**src/rtl/skt_pkg.sv**
```systemverilog
package skt_pkg;
   typedef enum logic [1:0] {
      TX_IDLE = 2'd0,
      TX_GAP  = 2'd1,
      TX_BITS = 2'd2
   } tx_state_t;
endpackage

```
**src/rtl/skt_slot_timer.sv**
```systemverilog
module skt_slot_timer #(
   parameter int BIT_CYCLES = 8
) (
   input  logic clk_i,
   input  logic rst_ni,
   input  logic load_i,
   input  logic run_i,
   output logic slot_end_o
);
   localparam int CYC_W = (BIT_CYCLES > 2) ? $clog2(BIT_CYCLES) : 1;
   localparam logic [CYC_W-1:0] CYC_LAST = CYC_W'(BIT_CYCLES - 1);

   logic [CYC_W-1:0] cyc_q;

   always_ff @(posedge clk_i) begin
      if (!rst_ni) begin
         cyc_q <= '0;
      end else if (load_i) begin
         cyc_q <= '0;
      end else if (run_i) begin
         cyc_q <= (cyc_q == CYC_LAST) ? '0 : cyc_q + 1'b1;
      end
   end

   assign slot_end_o = run_i && (cyc_q == CYC_LAST);
endmodule

```
**src/rtl/skt_sequencer.sv**
```systemverilog
module skt_sequencer
   import skt_pkg::*;
#(
   parameter int MAX_LEN          = 16,
   parameter int FRAME_WAIT_SLOTS = 6,
   parameter int ACK_WAIT_SLOTS   = 3,
   parameter int LEN_W            = $clog2(MAX_LEN + 1),
   parameter int IDX_W            = 5
) (
   input  logic               clk_i,
   input  logic               rst_ni,
   input  logic               start_i,
   input  logic               ack_i,
   input  logic [MAX_LEN-1:0] word_i,
   input  logic [LEN_W-1:0]   len_i,
   input  logic               slot_end_i,
   output logic               load_o,
   output logic               busy_o,
   output tx_state_t          st_o,
   output logic [IDX_W-1:0]   idx_o,
   output logic               ack_o,
   output logic [MAX_LEN-1:0] word_o,
   output logic               done_o,
   output logic               ks_step_o
);
   localparam logic [IDX_W-1:0] FW_LAST = IDX_W'(FRAME_WAIT_SLOTS - 1);
   localparam logic [IDX_W-1:0] AW_LAST = IDX_W'(ACK_WAIT_SLOTS - 1);
   localparam logic [LEN_W-1:0] LEN_MAX = LEN_W'(MAX_LEN);

   tx_state_t          st_q;
   logic [IDX_W-1:0]   idx_q;
   logic [LEN_W-1:0]   len_q;
   logic               ack_q;
   logic [MAX_LEN-1:0] word_q;
   logic               done_q;
   logic               accept;
   logic [LEN_W-1:0]   len_eff;
   logic [IDX_W-1:0]   gap_last;
   logic [IDX_W-1:0]   bit_last;

   assign accept   = start_i && (st_q == TX_IDLE);
   assign len_eff  = (len_i > LEN_MAX) ? LEN_MAX : len_i;
   assign gap_last = ack_q ? AW_LAST : FW_LAST;
   assign bit_last = ack_q ? '0 : (IDX_W'(len_q) - IDX_W'(1));

   always_ff @(posedge clk_i) begin
      if (!rst_ni) begin
         st_q   <= TX_IDLE;
         idx_q  <= '0;
         len_q  <= '0;
         ack_q  <= 1'b0;
         word_q <= '0;
         done_q <= 1'b0;
      end else begin
         done_q <= 1'b0;
         if (accept) begin
            st_q   <= TX_GAP;
            idx_q  <= '0;
            ack_q  <= ack_i;
            word_q <= word_i;
            len_q  <= len_eff;
         end else if (slot_end_i) begin
            unique case (st_q)
               TX_GAP: begin
                  if (idx_q == gap_last) begin
                     idx_q <= '0;
                     if (ack_q || (len_q != '0)) begin
                        st_q <= TX_BITS;
                     end else begin
                        st_q   <= TX_IDLE;
                        done_q <= 1'b1;
                     end
                  end else begin
                     idx_q <= idx_q + 1'b1;
                  end
               end
               TX_BITS: begin
                  if (idx_q == bit_last) begin
                     idx_q  <= '0;
                     st_q   <= TX_IDLE;
                     done_q <= 1'b1;
                  end else begin
                     idx_q <= idx_q + 1'b1;
                  end
               end
               default: st_q <= TX_IDLE;
            endcase
         end
      end
   end

   assign load_o    = accept;
   assign busy_o    = (st_q != TX_IDLE);
   assign st_o      = st_q;
   assign idx_o     = idx_q;
   assign ack_o     = ack_q;
   assign word_o    = word_q;
   assign done_o    = done_q;
   assign ks_step_o = slot_end_i &&
                      (((st_q == TX_GAP) && (idx_q != gap_last)) || (st_q == TX_BITS));
endmodule

```
**src/rtl/skt_bit_mux.sv**
```systemverilog
module skt_bit_mux
   import skt_pkg::*;
#(
   parameter int MAX_LEN = 16,
   parameter int IDX_W   = 5
) (
   input  tx_state_t          st_i,
   input  logic               ack_i,
   input  logic [MAX_LEN-1:0] word_i,
   input  logic [IDX_W-1:0]   idx_i,
   input  logic               ks_bit_i,
   output logic               mod_o
);
   logic [MAX_LEN-1:0] shifted;
   logic               raw_bit;
   logic               key_bit;

   assign shifted = word_i >> idx_i;
   assign raw_bit = ack_i ? 1'b1 : shifted[0];
   assign key_bit = ack_i ? 1'b0 : ks_bit_i;
   assign mod_o   = (st_i == TX_BITS) && (raw_bit ^ key_bit);
endmodule

```
**src/rtl/slot_keyed_tx.sv**
```systemverilog
module slot_keyed_tx
   import skt_pkg::*;
#(
   parameter int BIT_CYCLES       = 8,
   parameter int MAX_LEN          = 16,
   parameter int FRAME_WAIT_SLOTS = 6,
   parameter int ACK_WAIT_SLOTS   = 3,
   parameter int LEN_W            = $clog2(MAX_LEN + 1)
) (
   input  logic               clk_i,
   input  logic               rst_ni,
   input  logic               start_i,
   input  logic               ack_i,
   input  logic [MAX_LEN-1:0] word_i,
   input  logic [LEN_W-1:0]   len_i,
   input  logic               ks_bit_i,
   output logic               ks_step_o,
   output logic               mod_o,
   output logic               busy_o,
   output logic               done_o
);
   localparam int CNT_MAX_A = (FRAME_WAIT_SLOTS > ACK_WAIT_SLOTS) ? FRAME_WAIT_SLOTS : ACK_WAIT_SLOTS;
   localparam int CNT_MAX   = (CNT_MAX_A > MAX_LEN) ? CNT_MAX_A : MAX_LEN;
   localparam int IDX_W     = $clog2(CNT_MAX + 1);

   if (BIT_CYCLES < 2) begin : g_bad_bit_cycles
      $error("BIT_CYCLES must be at least 2");
   end
   if (FRAME_WAIT_SLOTS < 1 || ACK_WAIT_SLOTS < 1) begin : g_bad_wait
      $error("wait slot counts must be at least 1");
   end
   if (MAX_LEN < 1 || LEN_W < $clog2(MAX_LEN + 1)) begin : g_bad_len
      $error("MAX_LEN must be at least 1 and LEN_W must hold it");
   end

   logic               load;
   logic               slot_end;
   tx_state_t          st;
   logic [IDX_W-1:0]   idx;
   logic               ack_q;
   logic [MAX_LEN-1:0] word_q;

   skt_slot_timer #(.BIT_CYCLES(BIT_CYCLES)) u_timer (
      .clk_i      (clk_i),
      .rst_ni     (rst_ni),
      .load_i     (load),
      .run_i      (busy_o),
      .slot_end_o (slot_end)
   );

   skt_sequencer #(
      .MAX_LEN          (MAX_LEN),
      .FRAME_WAIT_SLOTS (FRAME_WAIT_SLOTS),
      .ACK_WAIT_SLOTS   (ACK_WAIT_SLOTS),
      .LEN_W            (LEN_W),
      .IDX_W            (IDX_W)
   ) u_seq (
      .clk_i      (clk_i),
      .rst_ni     (rst_ni),
      .start_i    (start_i),
      .ack_i      (ack_i),
      .word_i     (word_i),
      .len_i      (len_i),
      .slot_end_i (slot_end),
      .load_o     (load),
      .busy_o     (busy_o),
      .st_o       (st),
      .idx_o      (idx),
      .ack_o      (ack_q),
      .word_o     (word_q),
      .done_o     (done_o),
      .ks_step_o  (ks_step_o)
   );

   skt_bit_mux #(.MAX_LEN(MAX_LEN), .IDX_W(IDX_W)) u_mux (
      .st_i     (st),
      .ack_i    (ack_q),
      .word_i   (word_q),
      .idx_i    (idx),
      .ks_bit_i (ks_bit_i),
      .mod_o    (mod_o)
   );
endmodule

```
**config.mk**
```make
export PLATFORM = sky130hd
export DESIGN_NAME = slot_keyed_tx
export DESIGN_NICKNAME = d
export VERILOG_FILES = /design/src/rtl/skt_pkg.sv /design/src/rtl/skt_slot_timer.sv /design/src/rtl/skt_sequencer.sv /design/src/rtl/skt_bit_mux.sv /design/src/rtl/slot_keyed_tx.sv
export SDC_FILE = /design/constraint.sdc
export NUM_CORES = 1
export LEC_CHECK = 0
export ABC_CLOCK_PERIOD_IN_PS = 4900
export CORE_AREA = 5 5 84 47
export DETAILED_ROUTE_END_ITERATION = 7
export DIE_AREA = 0 0 89 52
export HOLD_SLACK_MARGIN = 0.12
export PLACE_DENSITY = 0.78
export SETUP_SLACK_MARGIN = 0.05
export SYNTH_ARGS = -nofsm -noshare
export SYNTH_HDL_FRONTEND = slang
export SYNTH_SLANG_ARGS = --single-unit
```
**constraint.sdc**
```tcl
create_clock -name clk_i -period 4.9 [get_ports clk_i]
set_clock_uncertainty 0.1 [all_clocks]
set_input_delay 0.98 -clock clk_i [delete_from_list [all_inputs] [get_ports clk_i]]
set_output_delay 0.98 -clock clk_i [all_outputs]
set_load 0.02 [all_outputs]
```
==> impl_metrics.csv <==
group,metric,value,unit
logic_synthesis,synth_cell_types,35,
worst_setup_path,path_class,"register to output pin",
timing,period_needed,4.087,ns
clocking,cts_num_sinks,33,
drt,wl,3.794,mm
worst_setup_path,crit_top_cell,"nor2_1",
timing,setup_viol,0,
timing,fmax,0.2447,GHz
floorplan,die_w,89,µm
status,status,"complete, no violations",
floorplan,rows,15,
min_path,min_path_type,"register to register",
worst_setup_path,rrSetupSlack,2.60,ns
floorplan,io_pins,30,
pwr,power_density,285.8,nW/µm²
worst_setup_path,critical_path.max_fanout,13,
timing,fin_crit_sh,83.42,%
clocking,cts_tree,"done",
worst_setup_path,slowest_stage,"mux4_1",
clocking,clk_path_buf_depth,2,
drt,routed_via_density,5.859,
timing,final_hold_viol_count,0,
drt,antenna_left,0,
timing,slew_viol_final,0,
clocking,numCtsBuffers,5,
worst_setup_path,cpLargestDelayFamily,"multiplexers",
worst_setup_path,path_buf_inv,1,
placement,gp_congestion,0.8636,
floorplan,start_util,50.84,%
finish,diodes,0,
timing,slew_headroom,46.16,%
floorplan,core_area,3209,µm²
clocking,cts-root-buf,"clkbuf_8",
timing,rsz0062_at_grt,"false",
finish,drive_above_1_share,5.025,%
floorplan,dieArea,4628,µm²
global_routing,grt_max_degree,24,
clocking,post_cts_buffers,0,
drt,drt-pass1-iter-count,4,
clocking,clk_pin_slew,0.07,ns
logic_synthesis,postSynthAreaPerCell,9.431,µm²
global_routing,antenna_found_initial,0,
placement,dp_cells,233,
drt,vias,1412,
global_routing,grt_pass1_vias,1442,
finish,final_core_util,62.53,%
logic_synthesis,ys.flop_type,"dfxtp_1",
logic_synthesis,synth_async_sr_flop_share,0,%
global_routing,grt_usage,19.43,%
drt,drc,0,
run,maxCapViolCount,0,
drt,wl_per_cell,15.74,µm
pwr,power_leakage,0.0007920,µW
worst_setup_path,crit_chain,"mux4_1 -> mux4_2 -> nand2b_1 -> xnor2_1 -> nor2_1 -> nor2_1 -> clkdlybuf4s50_1",
finish,num-nets-final,231,
timing,fin_tns_setup,0,ns
clocking,clk_latency,0.29,ns
global_routing,overflow,0,
logic_synthesis,ys_warn_count,0,
finish,filler_cell_count,255,
logic_synthesis,syn_inst,173,
logic_synthesis,synth_seq_area_share,40.49,%
finish,area_delta_synth_final,23.01,%
clocking,htreeDepth,2,
logic_synthesis,syn_nets,206,
worst_setup_path,cp.arrival,3.01,ns
pwr,p_total,573.5,µW
drt,initialDrtViolationCount,73,
logic_synthesis,synth_edf_count,0,
worst_setup_path,slowest_delay,0.64,ns
worst_setup_path,cp.required,3.82,ns
logic_synthesis,syn_area,1632,µm²
clocking,postCtsResizedCells,0,
global_routing,grt_pass1_wl,6.617,mm
finish,fin_cells,241,
floorplan,die_y,52,µm
clocking,ctsHoldBuffers,0,
logic_synthesis,ys_ff_latch,33,
pwr,ir_drop,145.7,µV
placement,port_buffers,29,
worst_setup_path,crit_path_end_kind,"output pin",
worst_setup_path,start_kind,"register",
timing,worst_pin_slew,0.8075,ns
placement,place_hpwl,2.899,mm
## where the power goes
part	switching, µW	leakage (µW)	total, µW	internal [µW]
sequential	11.0	0.000269	293	282
combinational	37.3	0.000478	83.3	46.1
clock	98.7	0.0000450	197	98.3
total	147	0.000792	574	427
## Yosys cell counts, drive strengths merged, types with 2 or more instances
cell type | instances | area (µm²)
clkbuf | 7 | 26.28
nand2b | 2 | 12.51
a22o | 20 | 175.2
nand4 | 3 | 18.77
o21ai | 5 | 25.02
ha | 7 | 87.58
buf | 4 | 23.77
nor4bb | 2 | 20.02
nand3 | 8 | 40.04
nor3 | 6 | 30.03
xor2 | 3 | 26.28
mux2i | 3 | 30.03
nor3b | 4 | 30.03
and3 | 2 | 12.51
inv | 8 | 30.03
mux4 | 5 | 120.1
a21oi | 7 | 35.03
nor2 | 11 | 41.29
a31oi | 3 | 18.77
dfxtp | 33 | 660.6
nor2b | 3 | 18.77
o31ai | 2 | 15.01
nand2 | 15 | 56.30
xnor2 | 2 | 17.52
## cells by family after synthesis
family,after synthesis,synth area share (%)
xor+xnor,5,2.685
mux,8,9.202
flops,33,40.49
simple gates,60,19.02
buf+inv,19,4.908
compound gates,41,18.33
fa+ha+maj,7,5.368
## sequential cells by signal, indices dropped and copies added (netlist names)
register       count
u_seq.word_o      16
u_seq.idx_o        5
u_seq.len_q        5
u_seq.done_o       1
u_timer.cyc_q      3
u_seq.st_o         2
u_seq.ack_o        1
## tightest hold or removal path, cell delays in order (launching register included)
cell,delay (ns)
dfxtp_1,0.33
nand2_1,0.06
mux2i_1,0.05
## layout make-up
class	count	area [µm²]	area share (%)
multi-input combinational	121	890.9	44.39
sequential	33	660.6	32.92
timing repair buffer	29	290.3	14.46
clock buffer	6	72.57	3.616
tap	42	52.55	2.618
inverter	8	30.03	1.496
clock inverter	2	10.01	0.4988
## metal layers
metal / share of wire [%] / GRT usage (%) / up-vias
met5: 0 / 0 / -
met1: 46 / 24.23 / 676
met4: 2.1 / 9.406 / 0
met3: 5.2 / 5.696 / 9
met2: 46 / 30.79 / 43
li1: - / - / 684
## per-stage QoR
stage,hold WS [ns],area [µm²],setup WS (ns)
after floorplan,0.3405,1632,1.813
after global routing,0.4036,2007,0.6738
after global placement,0.3625,1924,1.169
final,0.3833,2007,0.8126
after CTS,0.3862,2007,0.7995
after detailed placement,0.3576,1924,1.135
## final timing paths
kind,start,end,cells after the start
worst max-delay path,u_seq.idx_o[0],mod_o,7
worst min-delay path,u_seq.st_o[1],u_seq.st_o[1],2
worst max register to register,u_seq.len_q[0],u_seq.idx_o[4],8
worst min register to register,u_seq.st_o[1],u_seq.st_o[1],2
## cells in the final DEF, fill, tap and decap left out, types with 3 or more instances in the layout
cell / Yosys / final
a21oi_1: 7 / 7
a22o_1: 20 / 20
a31oi_1: 3 / 3
clkbuf_8: 0 / 5
clkdlybuf4s50_1: 0 / 29
dfxtp_1: 33 / 33
ha_1: 7 / 7
inv_1: 8 / 8
mux2i_1: 3 / 3
mux4_2: 3 / 3
nand2_1: 15 / 15
nand3_1: 8 / 8
nand4_1: 3 / 3
nor2_1: 11 / 11
nor2b_1: 3 / 3
nor3_1: 6 / 6
nor3b_1: 4 / 4
o21ai_0: 5 / 5
xor2_1: 3 / 3
Note: power is estimated with default switching activity, not from simulation.
